--- src/rtl/gis_pkg.sv ---
package gis_pkg;
  localparam int GIS_NUM_GROUPS     = 46;
  localparam int GIS_PINS_PER_GROUP = 4;
  localparam int GIS_WORD_W         = 32;
  localparam int GIS_ADDR_W         = 12;
  localparam logic [GIS_ADDR_W-1:0] GIS_MASTER_ADDR = 12'h2FC;
  localparam int GIS_EN_BIT  = 0;
  localparam int GIS_EOI_BIT = 1;
endpackage

--- src/rtl/gis_group_or.sv ---
module gis_group_or #(
  parameter int NUM_GROUPS     = 46,
  parameter int PINS_PER_GROUP = 4,
  parameter int SUM_W          = 64,
  localparam int NUM_PINS      = NUM_GROUPS * PINS_PER_GROUP
) (
  input  logic                clk,
  input  logic                rst_n,
  input  logic [NUM_PINS-1:0] int_sts,
  input  logic [NUM_PINS-1:0] wake_sts,
  output logic [SUM_W-1:0]    summary
);
  logic [NUM_PINS-1:0] any_flag;
  logic [SUM_W-1:0]    grp_d;

  assign any_flag = int_sts | wake_sts;

  for (genvar g = 0; g < SUM_W; g++) begin : g_bit
    if (g < NUM_GROUPS) begin : g_used
      assign grp_d[g] = |any_flag[g*PINS_PER_GROUP +: PINS_PER_GROUP];
    end else begin : g_unused
      assign grp_d[g] = 1'b0;
    end
  end

  always_ff @(posedge clk or negedge rst_n) begin
    if (!rst_n) summary <= '0;
    else        summary <= grp_d;
  end
endmodule

--- src/rtl/gis_master_reg.sv ---
module gis_master_reg #(
  parameter int ADDR_W = 12,
  parameter int WORD_W = 32,
  parameter logic [ADDR_W-1:0] MASTER_ADDR = '0,
  parameter int EN_BIT  = 0,
  parameter int EOI_BIT = 1
) (
  input  logic              clk,
  input  logic              rst_n,
  input  logic              wr_en,
  input  logic [ADDR_W-1:0] wr_addr,
  input  logic [WORD_W-1:0] wr_data,
  output logic              enable,
  output logic              eoi_pulse,
  output logic [WORD_W-1:0] rd_value
);
  logic hit;

  assign hit       = wr_en && (wr_addr == MASTER_ADDR);
  assign eoi_pulse = hit && wr_data[EOI_BIT];

  always_ff @(posedge clk or negedge rst_n) begin
    if (!rst_n)   enable <= 1'b0;
    else if (hit) enable <= wr_data[EN_BIT];
  end

  always_comb begin
    rd_value         = '0;
    rd_value[EN_BIT] = enable;
  end
endmodule

--- src/rtl/gis_req_gate.sv ---
module gis_req_gate (
  input  logic clk,
  input  logic rst_n,
  input  logic enable,
  input  logic eoi,
  input  logic any_set,
  output logic irq
);
  logic pending_q;

  always_ff @(posedge clk or negedge rst_n) begin
    if (!rst_n)                              pending_q <= 1'b0;
    else if (eoi)                            pending_q <= 1'b0;
    else if (!pending_q && enable && any_set) pending_q <= 1'b1;
  end

  assign irq = pending_q && enable;
endmodule

--- src/rtl/gpio_irq_summary.sv ---
module gpio_irq_summary
  import gis_pkg::*;
#(
  parameter int NUM_GROUPS     = GIS_NUM_GROUPS,
  parameter int PINS_PER_GROUP = GIS_PINS_PER_GROUP,
  parameter int WORD_W         = GIS_WORD_W,
  parameter int ADDR_W         = GIS_ADDR_W,
  parameter logic [ADDR_W-1:0] MASTER_ADDR = GIS_MASTER_ADDR,
  localparam int NUM_PINS      = NUM_GROUPS * PINS_PER_GROUP,
  localparam int SUM_W         = 2 * WORD_W
) (
  input  logic                clk,
  input  logic                rst_n,
  input  logic [NUM_PINS-1:0] int_sts,
  input  logic [NUM_PINS-1:0] wake_sts,
  input  logic                wr_en,
  input  logic [ADDR_W-1:0]   wr_addr,
  input  logic [WORD_W-1:0]   wr_data,
  output logic [WORD_W-1:0]   sum_lo,
  output logic [WORD_W-1:0]   sum_hi,
  output logic                irq_out,
  output logic [WORD_W-1:0]   master_rd
);
  logic [SUM_W-1:0] summary;
  logic             enable;
  logic             eoi_pulse;

  gis_group_or #(
    .NUM_GROUPS(NUM_GROUPS), .PINS_PER_GROUP(PINS_PER_GROUP), .SUM_W(SUM_W)
  ) grp_i (
    .clk(clk), .rst_n(rst_n), .int_sts(int_sts), .wake_sts(wake_sts),
    .summary(summary)
  );

  gis_master_reg #(
    .ADDR_W(ADDR_W), .WORD_W(WORD_W), .MASTER_ADDR(MASTER_ADDR),
    .EN_BIT(GIS_EN_BIT), .EOI_BIT(GIS_EOI_BIT)
  ) mst_i (
    .clk(clk), .rst_n(rst_n), .wr_en(wr_en), .wr_addr(wr_addr),
    .wr_data(wr_data), .enable(enable), .eoi_pulse(eoi_pulse),
    .rd_value(master_rd)
  );

  gis_req_gate req_i (
    .clk(clk), .rst_n(rst_n), .enable(enable), .eoi(eoi_pulse),
    .any_set(|summary), .irq(irq_out)
  );

  assign sum_lo = summary[WORD_W-1:0];
  assign sum_hi = summary[SUM_W-1:WORD_W];
endmodule

--- config.mk ---
export PLATFORM = sky130hd
export DESIGN_NAME = gpio_irq_summary
export DESIGN_NICKNAME = d
export VERILOG_FILES = /design/src/rtl/gis_pkg.sv /design/src/rtl/gis_group_or.sv /design/src/rtl/gis_master_reg.sv /design/src/rtl/gis_req_gate.sv /design/src/rtl/gpio_irq_summary.sv
export SDC_FILE = /design/constraint.sdc
export NUM_CORES = 1
export LEC_CHECK = 0
export BUFFER_PORTS_ARGS = -buffer_cell sky130_fd_sc_hd__buf_2
export CORE_AREA = 2 2 198 200
export CTS_BUF_LIST = sky130_fd_sc_hd__clkbuf_4
export DETAILED_ROUTE_END_ITERATION = 8
export DIE_AREA = 0 0 200 202
export GPL_TIMING_DRIVEN = 0
export PLACE_DENSITY = 0.3
export SKIP_CTS_REPAIR_TIMING = 1
export SLEW_MARGIN = 10
export SYNTH_ARGS = -nofsm -noshare
export SYNTH_HDL_FRONTEND = slang
export SYNTH_HIERARCHICAL = 1
export SYNTH_SLANG_ARGS = --single-unit
--- constraint.sdc ---
create_clock -name clk -period 4.7 [get_ports clk]
set_input_delay 0.47 -clock clk [delete_from_list [all_inputs] [get_ports clk]]
set_output_delay 0.47 -clock clk [all_outputs]
set_load 0.01 [all_outputs]
Word-level counts from Yosys, hierarchy flattened
Index checks and enable logic that the tools add are counted.
{"block": "totals", "reg_bits": 48, "output_inout_bits": 97, "wordCells": 61}
{"block": "op_classes", "n_eq_ne": 1, "mux": 2, "bitwise_logic": 1, "n_reduce_logical": 54}
{"cell": "$or 184x184->184", "n": 1}
{"cell": "$reduce_or 4->1", "n": 46}
{"cell": "$reduce_or 46->1", "n": 1}
{"cell": "$eq 12x10->1 const B", "n": 1}
{"cell": "$logic_and 1x1->1", "n": 5}
{"cell": "$mux 1", "n": 2}
{"cell": "$reduce_bool 2->1", "n": 1}
{"cell": "$logic_not 1->1", "n": 1}

Longest topological paths before layout
Gate-level depths: netlist of run 1.
{"block": "logic_depth", "word_depth": 5, "mapped_depth": 6, "mapped_depth_nobuf": 5}

By module
The synthesis of run 1 kept the hierarchy.
{"module": "gis_group_or", "instances": 1, "cells_per_inst": 203, "area_per_inst_um2": 2038.2, "seq_area_each_um2": 1151.1}
{"module": "gis_master_reg", "instances": 1, "cells_per_inst": 41, "area_per_inst_um2": 339.1, "seq_area_each_um2": 25.0}
{"module": "gpio_irq_summary", "instances": 1, "cells_per_inst": 21, "area_per_inst_um2": 138.9, "seq_area_each_um2": 0.0}
{"module": "gis_req_gate", "instances": 1, "cells_per_inst": 4, "area_per_inst_um2": 40.0, "seq_area_each_um2": 25.0}

Least setup slack after synthesis of run 1
No wires, ideal clock.
{"block": "synth_path", "kind": "reg2reg", "startpoint": "register grp_i.summary[0]", "endpoint": "register req_i.pending_q", "setup_time_ns": 0.118, "arrival_ns": 1.450, "path_slack_ns": 3.132, "path_stages_with_launch": 6, "cell_sequence": "dfrtp_1 nor4_1 nand4_1 or4_1 a21oi_1 nor2_1"}
{"block": "synth_between", "elab_chain_cells": 3}
{"element": "from (decl)", "line_no": "gis_group_or.sv:11", "text": "output logic [SUM_W-1:0] summary"}
{"element": "from (signal assigned)", "line_no": "gis_group_or.sv:28", "text": "else summary <= grp_d;"}
{"element": "$reduce_or 46->1", "line_no": "gpio_irq_summary.sv:46", "text": ".any_set(|summary), .irq(irq_out)"}
{"element": "$logic_and 1x1->1", "line_no": "gis_req_gate.sv:14", "text": "else if (!pending_q && enable && any_set) pending_q <= 1'b1;"}
{"element": "$reduce_bool 2->1 (no line)"}
{"element": "to (signal assigned)", "line_no": "gis_req_gate.sv:12", "text": "if (!rst_n) pending_q <= 1'b0;"}
{"element": "to (signal assigned)", "line_no": "gis_req_gate.sv:13", "text": "else if (eoi) pending_q <= 1'b0;"}
{"element": "to (signal assigned)", "line_no": "gis_req_gate.sv:14"}
{"element": "to (decl)", "line_no": "gis_req_gate.sv:9", "text": "logic pending_q;"}
Every way passes these cells.
A chain may end at the register's enable or synchronous reset.

Final worst setup path of run 1
{"block": "layout_path", "startpoint": "register grp_i.summary[9]", "endpoint": "register req_i.pending_q"}
Same word-level chain as after synthesis.

==> reports/summary.txt, run 1 <==
worst min path class - primary input to async pin
DRC violation count after routing - 0
HPWL Detailed - 14,840 um
Yosys reg bits - 48
Layout area overhead - 118.8%
CP startpoint kind - flop
number of global-route vias before repair - 3,895
CTS tree - done
final hold violations - 0
CP cell instances - nor4_1, nand4_1, or4_1, a21oi_1, nor2_1
Post-Syn Instances - 269
maximum number of pins on one net before global-route repair - 49
gr usage total - 0.07587
die height - 202 um
I/O pin cnt - 512
Yosys cell types - 16
Max Cap Viol - 0
GRT Residual Overflow - 0
clock network power share - 0.243
minimum clock period - 2.209 ns
Clock Latency Late Sink - 0.41 ns
final setup fails - 0
Post-Syn Area - 0.002556 mm2
Power Internal - 0.0006176 W
Slowest-stage cell, CP - or4_1
Final Wtd Congestion - 0.7976
Pwr per Cell Area - 157.4 mW/mm2
Final period util - 0.4700
clk slew on worst S/H paths - 0.16 ns
Setup TNS - 0 ns
Vias/cell - 3.032
switching share of power - 0.2982
sequential share of the synthesized area - 0.4699
CTS Root Cell - clkbuf_4
1st-pass router iterations - 4
Clock Sinks - 48
Longest Clk Path Bufs - 2
top cell type's share of synthesized area - 0.4699
synth top area cells - dfrtp_1 (47%), nor4_1 (26%), buf_4 (15%)
CP Data Arrival Time - 2.54 ns
total wire length - 16,310 um
detailed-route via count - 3,863
crit path capture type - flop
Psw - 0.0002625 W
Worst Path Max Fanout - 2
drt wl/cell - 12.80 um
# fillers - 4,451
Pins Over Slew Limit - 0
DP Area - 0.005545 mm2
Die X-Extent - 200 um
Layout Nets - 1,170
combinational power share - 0.284
critical path data required time - 5.03 ns
Final Non-Filler Cells - 1,274
Setup Crit Path Kind - flop to flop
Buf/Inv on CP - 0
initial antenna violation count - 1
final instance area - 0.005593 mm2
layout cell share with drive strength beyond 1 - 0.6477
Die Area - 0.04040 mm2
Static Leak - 2.606 nW
Rows - 72
Yosys Warn Count - 6
leading area contributor after synthesis - dfrtp_1
DRT iter0 DRCs - 75
Final ANT Viol Nets - 0
core area - 0.03829 mm2
family with the most delay on the worst path - simple AND/OR/NAND/NOR gates
syn_area_per_cell - 9.503 um2
worst slew pin tran - 0.7249 ns
first-pass GRT wire length - 21,750 um
Starting Density - 0.06676
VDD IR max - 60.28 uV
Crit path largest cell delay - 0.65 ns
dpl cells - 1,266
FMAX - 452.7 MHz
TritonCTS Buffers - 5
Worst Skew - 0.004292 ns
relative slew slack - 0.5167
RSZ-0062 raised after global routing - no
status - completed
CTS H-tree depth - 2
IO buf count - 432
Seq pwr share - 0.473
placed cells by master (no fill, tap or decap):
master and n:
buf_2 431, nor4_1 107, buf_4 51, conb_1 49, dfrtp_1 48, nand2_1 46
nand4_1 5, clkbuf_4 5, clkinv_1 2, and2_1 2, diode_2 1, nor4_2 1
or4_1 1, or2_1 1, nand4bb_1 1, nand3b_1 1, nor4_4 1, mux2_1 1
a21oi_1 1, nor2_1 1
power by group through the flow:
| stage | clock network [W] | registers [W] | logic [W] |
|---|---|---|---|
| global route | 0.000267 | 0.000417 | 0.000277 |
| finish | 0.000214 | 0.000417 | 0.000250 |
| floorplan | 0 | 0.000425 | 0.0000668 |
| CTS | 0.000251 | 0.000417 | 0.000249 |
| global placement | 0 | 0.000424 | 0.000247 |
| detailed placement | 0 | 0.000424 | 0.000248 |
per-layer routing:
layer,track usage,wire (um),vias up
met3,0.02019,1511,16
met4,0.02857,368,0
met2,0.1456,8622,256
li1,-,-,1920
met5,0,0,-
met1,0.07706,5802,1671
path summary, 6_finish.rpt:
| path | start | to | slack [ns] | cells after the start |
|---|---|---|---|---|
| worst max-delay path | grp_i/summary[9] | req_i/pending_q | 2.49 | 5 |
| worst min-delay path | rst_n | grp_i/summary[13] | 0.08 | 1 |
| worst max register to register | grp_i/summary[9] | req_i/pending_q | 2.49 | 5 |
| worst min register to register | req_i/pending_q | req_i/pending_q | 0.51 | 2 |
| max in group asynchronous | rst_n | grp_i/summary[32] | 4.13 | 1 |
| min in group clk | int_sts[71] | grp_i/summary[17] | 0.22 | 3 |
synth_stat cells:
master and count:
nor4_2 1, conb_1 2, nor4_4 1, or2_1 1, or4_1 1, buf_4 50
dfrtp_1 48, nand4_1 5, nand4bb_1 1, a21oi_1 1, mux2_1 1, nand2_1 46
nand3b_1 1, nor4_1 107, nor2_1 1, and2_1 2
area by class of cell:
class,instances,area [um2],share of cell area
Sequential cell,48,1201,0.2148
Buffer,50,375.4,0.06711
Clock inverter,2,7.507,0.001342
Clock buffer,5,37.54,0.006711
Multi-Input combinational cell,218,1156,0.2067
Timing Repair Buffer,432,2165,0.3870
Antenna cell,1,2.502,0.0004474
Tap cell,518,648.1,0.1159
state kept, by name (all words and copies together) (netlist names):
register         count
req_i/pending_q      1
mst_i/enable         1
grp_i/summary       46
metrics by stage:
step	util	setup WS (ns)	total power [W]	hold slack (ns)
floorplan	-	3.132	0.0004915	0.1744
finish	0.1461	2.491	0.0008801	0.08281
CTS	0.1460	2.209	0.0009167	0.04631
detailed placement	0.1448	2.252	0.0006723	0.4764
global route	0.1461	2.074	0.0009622	0.07602
global placement	0.1448	2.260	0.0006716	0.4729
cells by family after synthesis:
logic type,after synthesis,synth area share
simple gates,167,0.3740
buf+inv,50,0.1468
flops,48,0.4699
other cells,2,0.002938
compound gates,1,0.001956
mux,1,0.004405
No activity file was read; power rests on OpenSTA's default activity.
==> run 2, diff against run 1 <==
--- a/config.mk
+++ b/config.mk
@@ -6,10 +6,10 @@
 export NUM_CORES = 1
 export LEC_CHECK = 0
 export BUFFER_PORTS_ARGS = -buffer_cell sky130_fd_sc_hd__buf_2
-export CORE_AREA = 2 2 198 200
+export CORE_AREA = 2 2 199 201
 export CTS_BUF_LIST = sky130_fd_sc_hd__clkbuf_4
 export DETAILED_ROUTE_END_ITERATION = 8
-export DIE_AREA = 0 0 200 202
+export DIE_AREA = 0 0 201 203
 export GPL_TIMING_DRIVEN = 0
 export PLACE_DENSITY = 0.3
 export SKIP_CTS_REPAIR_TIMING = 1
==> constraint.sdc (replaced) <==
create_clock -name clk -period 2.3 [get_ports clk]
set_input_delay 0.23 -clock clk [delete_from_list [all_inputs] [get_ports clk]]
set_output_delay 0.23 -clock clk [all_outputs]
set_load 0.01 [all_outputs]
==> run 2 against run 1 <==
Register-to-register slack worse by 2.2 ns. Utilization is 3.6 points higher. Flip-flop and latch count stayed put. Design area is 25% higher. First-iteration DRC count is 47% higher. Combinational power is 140% higher. Clock power is 120% higher. Wire length is 8.9% higher.
==> reports/summary.txt, run 2 (synthesized netlist as in run 1, its figures left out) <==
IO buf count - 432 (unchanged)
detailed-route via count - 4,457 (+15%)
GRT Residual Overflow - 0 (unchanged)
CTS H-tree depth - 2 (unchanged)
HPWL Detailed - 15,040 um (+1.3%)
CP startpoint kind - primary input
# fillers - 4,376 (-1.7%)
Rows - 72 (unchanged)
total power - 0.001931 W (+120%)
gr usage total - 0.07634 (+0.0004751)
number of global-route vias before repair - 3,856 (-1.0%)
Final Wtd Congestion - 0.7775 (-2.5%)
RSZ-0062 raised after global routing - no
biggest registers after layout - grp_i/summary: 46 flops, mst_i/enable: 1 flops, req_i/pending_q: 1 flops
Crit. Startpoint - int_sts[16]
Pwr per Cell Area - 276.0 mW/mm2 (+75%)
Reg with most FFs - grp_i/summary
CP Data Arrival Time - 2.39 ns (-0.15 ns)
final setup fails - 0 (unchanged)
initial antenna violation count - 3 (+2)
register-to-register setup slack - 0.25 ns (-2.24 ns)
end of the critical path - grp_i/summary[4]
Die Area - 0.04080 mm2 (+1.0%)
TritonCTS Buffers - 5 (unchanged)
Longest Clk Path Bufs - 2 (unchanged)
Final period util - 0.9025
total wire length - 17,760 um (+8.9%)
Final ANT Viol Nets - 0 (unchanged)
Layout Nets - 1,307 (+12%)
Clock Sinks - 48 (unchanged)
R2R cell count - 5 (unchanged)
layout cell share with drive strength beyond 1 - 0.5532 (-0.09449)
relative slew slack - 0.5262 (+0.009495)
FMAX - 481.7 MHz
Vias/cell - 3.154 (+4.0%)
leading cell type in the layout, fill and taps excluded - buf_2
Layout area overhead - 173.7%
maximum number of pins on one net before global-route repair - 49 (unchanged)
I/O pin cnt - 512 (unchanged)
Worst Path Max Fanout - 1 (-1)
die height - 203 um (+0.50%)
FF-to-FF End - req_i/pending_q
Setup Crit Path Kind - primary input to flop
critical path data required time - 2.62 ns (-2.41 ns)
minimum clock period - 2.076 ns
crit path capture type - flop
fin util - 0.1819 (+0.03581)
DRT iter0 DRCs - 110 (+47%)
Die X-Extent - 201 um (+0.50%)
first-pass GRT wire length - 22,390 um (+3.0%)
HP Start - wr_data[1]
worst slew pin tran - 0.7106 ns (-0.01424 ns)
drt wl/cell - 12.57 um (-1.8%)
VDD IR max - 139.2 uV (+130%)
R2R Path Start - grp_i/summary[9]
post-place setup slack - -0.09640 ns (-2.349 ns)
worst min path class - primary input to flop
final hold violations - 0 (unchanged)
Pins Over Slew Limit - 0 (unchanged)
1st-pass router iterations - 4 (unchanged)
clk slew on worst S/H paths - 0.16 ns (about the same)
Max Cap Viol - 0 (unchanged)
Final WS setup - 0.2242 ns (-2.267 ns)
most frequent cells in the layout - buf_2 (431), dlygate4sd3_1 (137), nor4_1 (104), buf_4 (51), conb_1 (49)
CTS tree - done
core area - 0.03847 mm2 (+0.47%)
Starting Density - 0.06645 (-0.0003127)
status - completed
Static Leak - 3.171 nW (+22%)
Largest register FFs - 46 (unchanged)
DRC violation count after routing - 0 (unchanged)
Hold WS - 0.06905 ns (-0.01376 ns)
CTS Root Cell - clkbuf_4
Worst Skew - 0.02304 ns (+0.01875 ns)
Clock Latency Late Sink - 0.43 ns (+0.02 ns)
-- run 2: cell types whose count changed in the layout (fill, tap and decap cells not counted), sizes merged --
cell / previous run / this run
diode: 1 / 2
clkinv: 2 / 1
dlygate4sd3: 0 / 137
clkbuf: 5 / 7
-- run 2: worst min path at each step --
stage	endpoint	slack [ns]	cells after the start
floorplan	grp_i/summary[0]	-0.07	0
detailed placement	grp_i/summary[22]	0.34	1
global route	req_i/pending_q	0.005	3
global placement	grp_i/summary[30]	0.42	3
CTS	grp_i/summary[7]	-0.21	1
finish	req_i/pending_q	0.07	3
-- run 2: cell type report --
cell class,count,area (um2),area share
multi-input cells,218,1175,0.1679
well taps,518,648.1,0.09263
plain buffers,50,375.4,0.05365
clock inverters,1,3.754,0.0005365
clock buffers,7,52.55,0.007511
flip-flops and latches,48,1201,0.1717
repair buffers,569,3536,0.5054
diodes,2,5.005,0.0007153
-- run 2: report_power, final --
part | internal (W) | switching [W] | total, W
logic | 0.000386 | 0.000222 | 0.000608
clock network | 0.000142 | 0.000330 | 0.000472
registers | 0.000849 | 0.00000258 | 0.000851
-- run 2: critical path: stages --
cell and delay, ns:
dlygate4sd3_1 0.54, buf_2 0.12, nor4_1 0.25, dlygate4sd3_1 0.59, nand2_1 0.07, dlygate4sd3_1 0.59
-- run 2: stage by stage --
step                      cells  cell area (um2)  setup TNS (ns)
final                      1413             6997               0
after global routing       1413             6997               0
after global placement     1266             5543        -0.07763
after floorplan             316             2733               0
after detailed placement   1266             5545        -0.09640
after CTS                  1274             5602         -0.1418
-- run 2: per-layer routing --
metal  wire length, um  GRT usage
met5                 0          0
met4               242    0.02725
met3              1477    0.02055
met2              9751     0.1442
met1              6290    0.08104
==> run 3, diff against run 2 <==
--- a/config.mk
+++ b/config.mk
@@ -6,10 +6,10 @@
 export NUM_CORES = 1
 export LEC_CHECK = 0
 export BUFFER_PORTS_ARGS = -buffer_cell sky130_fd_sc_hd__buf_2
-export CORE_AREA = 2 2 199 201
+export CORE_AREA = 2 2 198 200
 export CTS_BUF_LIST = sky130_fd_sc_hd__clkbuf_4
 export DETAILED_ROUTE_END_ITERATION = 8
-export DIE_AREA = 0 0 201 203
+export DIE_AREA = 0 0 200 202
 export GPL_TIMING_DRIVEN = 0
 export PLACE_DENSITY = 0.3
 export SKIP_CTS_REPAIR_TIMING = 1
==> constraint.sdc (replaced) <==
create_clock -name clk -period 2.41 [get_ports clk]
set_input_delay 0.241 -clock clk [delete_from_list [all_inputs] [get_ports clk]]
set_output_delay 0.241 -clock clk [all_outputs]
set_load 0.01 [all_outputs]
==> run 3 against run 2 <==
Critical path depth decreased by 1. Hold slack got worse by 0.030 ns. Highest routed layer unchanged. Combinational power decreased by 4.3%. Power decreased by 6.1%. Sequential share of layout area increased by 0.19 points. Utilization decreased by 0.11 points. Via count decreased by 0.49%. Flip-flop and latch count unchanged.
==> reports/summary.txt, run 3 (synthesized netlist as in run 1, its figures left out) <==
status - completed
Layout area overhead - 170.7%
Rows - 72 (unchanged)
HP Start - int_sts[117]
final setup fails - 0 (unchanged)
Die Area - 0.04040 mm2 (-0.99%)
Slowest-stage cell, CP - or4_1
1st-pass router iterations - 4 (unchanged)
Vias/cell - 3.154 (about the same)
clock network power share - 0.231 (-0.013)
critical path data required time - 2.74 ns (+0.12 ns)
CP startpoint kind - flop
FMAX - 475.5 MHz
Pwr per Cell Area - 261.9 mW/mm2 (-5.1%)
register-to-register setup slack - 0.31 ns (+0.06 ns)
Final period util - 0.8727
Die X-Extent - 200 um (-0.50%)
Setup Crit Path Kind - flop to flop
layout cell share with drive strength beyond 1 - 0.5524 (-0.0007676)
final instance area - 0.006920 mm2 (-1.1%)
Final ANT Viol Nets - 0 (unchanged)
DRT iter0 DRCs - 74 (-33%)
GRT Residual Overflow - 0 (unchanged)
R2R cell count - 5 (unchanged)
leading cell type in the layout, fill and taps excluded - buf_2
core area - 0.03829 mm2 (-0.47%)
biggest registers after layout - grp_i/summary: 46 flops, mst_i/enable: 1 flops, req_i/pending_q: 1 flops
Worst Path Max Fanout - 2 (+1)
# fillers - 4,358 (-0.41%)
CTS tree - done
DP Area - 0.005545 mm2 (unchanged)
detailed-route via count - 4,435 (-0.49%)
CP cell instances - nor4_1, nand4_1, or4_1, a21oi_1, nor2_1
CTS H-tree depth - 2 (unchanged)
RSZ-0062 raised after global routing - no
Final Wtd Congestion - 0.7976 (+2.6%)
Largest register FFs - 46 (unchanged)
VDD IR max - 118.2 uV (-15%)
worst slew pin tran - 0.7203 ns (+0.009646 ns)
most frequent cells in the layout - buf_2 (431), dlygate4sd3_1 (132), nor4_1 (106), buf_4 (51), conb_1 (49)
HPWL Detailed - 14,840 um (-1.3%)
Power Internal - 0.001279 W (-7.0%)
Static Leak - 3.148 nW (-0.72%)
I/O pin cnt - 512 (unchanged)
Pins Over Slew Limit - 0 (unchanged)
DRC violation count after routing - 0 (unchanged)
IO buf count - 432 (unchanged)
total wire length - 17,510 um (-1.4%)
total power - 0.001812 W (-6.1%)
Seq pwr share - 0.448 (+0.007)
maximum number of pins on one net before global-route repair - 49 (unchanged)
Clock Latency Late Sink - 0.41 ns (-0.02 ns)
initial antenna violation count - 1 (-2)
Worst Skew - 0.004870 ns (-0.01817 ns)
Layout Nets - 1,302 (-0.38%)
Crit path largest cell delay - 0.62 ns (+0.03 ns)
Hold EP - grp_i/summary[29]
Longest Clk Path Bufs - 2 (unchanged)
drt wl/cell - 12.46 um (-0.91%)
number of global-route vias before repair - 3,895 (+1.0%)
combinational power share - 0.321 (+0.006)
Setup TNS - 0 ns (unchanged)
minimum clock period - 2.103 ns
Psw - 0.0005330 W (-3.9%)
Starting Density - 0.06676 (+0.0003127)
first-pass GRT wire length - 21,750 um (-2.9%)
CTS Root Cell - clkbuf_4
relative slew slack - 0.5198 (-0.006431)
R2R Path Start - grp_i/summary[30]
TritonCTS Buffers - 5 (unchanged)
Max Cap Viol - 0 (unchanged)
switching share of power - 0.2941 (+0.006762)
FF-to-FF End - req_i/pending_q
CP Data Arrival Time - 2.43 ns (+0.04 ns)
Reg with most FFs - grp_i/summary
die height - 202 um (-0.49%)
hold depth - 3 (unchanged)
worst min path class - primary input to flop
clk slew on worst S/H paths - 0.16 ns (about the same)
final hold violations - 0 (unchanged)
crit path capture type - flop
Clock Sinks - 48 (unchanged)
gr usage total - 0.07587 (-0.0004751)
## run 3: cell count changes in the layout (fill, tap and decap cells not counted), sizes merged
cell	change
clkinv	+1
diode	-1
clkbuf	-2
dlygate4sd3	-5
## run 3: through the flow
step	utilization	instances	setup WS (ns)	hold slack, ns
floorplan	-	316	0.8419	-0.05459
global placement	0.1448	1266	-0.02954	0.4371
detailed placement	0.1448	1266	-0.03761	0.3514
CTS	0.1460	1273	-0.08120	-0.1827
global route	0.1808	1406	0.01542	0.001481
finish	0.1808	1406	0.3069	0.03940
## run 3: critical path: cells and delay by family (launching register included)
family	cells	cell delay, ns
DFF	1	0.43
and+or+nand+nor	4	1.39
AOI/OAI and AO/OA	1	0.19
## run 3: layer usage
layer,part of all wire,track usage,up-vias,wire (um)
met1,0.35,0.07706,1976,6180
li1,-,-,2182,-
met5,0,0,-,0
met3,0.085,0.02019,16,1493
met4,0.021,0.02857,0,369
met2,0.54,0.1456,261,9471
## run 3: final cells by class
class / instances / area (um2) / share of cell area
clock buffer: 5 / 37.54 / 0.005424
tap: 518 / 648.1 / 0.09365
timing repair buffer: 564 / 3486 / 0.5037
antenna: 1 / 2.502 / 0.0003616
sequential: 48 / 1201 / 0.1736
clock inverter: 2 / 7.507 / 0.001085
buffer: 50 / 375.4 / 0.05424
multi-input combinational: 218 / 1162 / 0.1680
## run 3: power by group through the flow
stage | Combinational (W) | Sequential, W | Clock, W
after global placement | 0.000482 | 0.000827 | 0
after global routing | 0.000639 | 0.000814 | 0.000522
after CTS | 0.000485 | 0.000813 | 0.000490
final | 0.000582 | 0.000812 | 0.000418
after detailed placement | 0.000484 | 0.000827 | 0
after floorplan | 0.000130 | 0.000828 | 0
## run 3: worst max path at each step
| stage | startpoint | to | slack [ns] |
|---|---|---|---|
| finish | grp_i/summary[30] | req_i/pending_q | 0.31 |
| global placement | grp_i/summary[9] | req_i/pending_q | -0.03 |
| detailed placement | grp_i/summary[9] | req_i/pending_q | -0.04 |
| global route | grp_i/summary[9] | req_i/pending_q | 0.02 |
| CTS | grp_i/summary[9] | req_i/pending_q | -0.08 |
| floorplan | grp_i/summary[0] | req_i/pending_q | 0.84 |
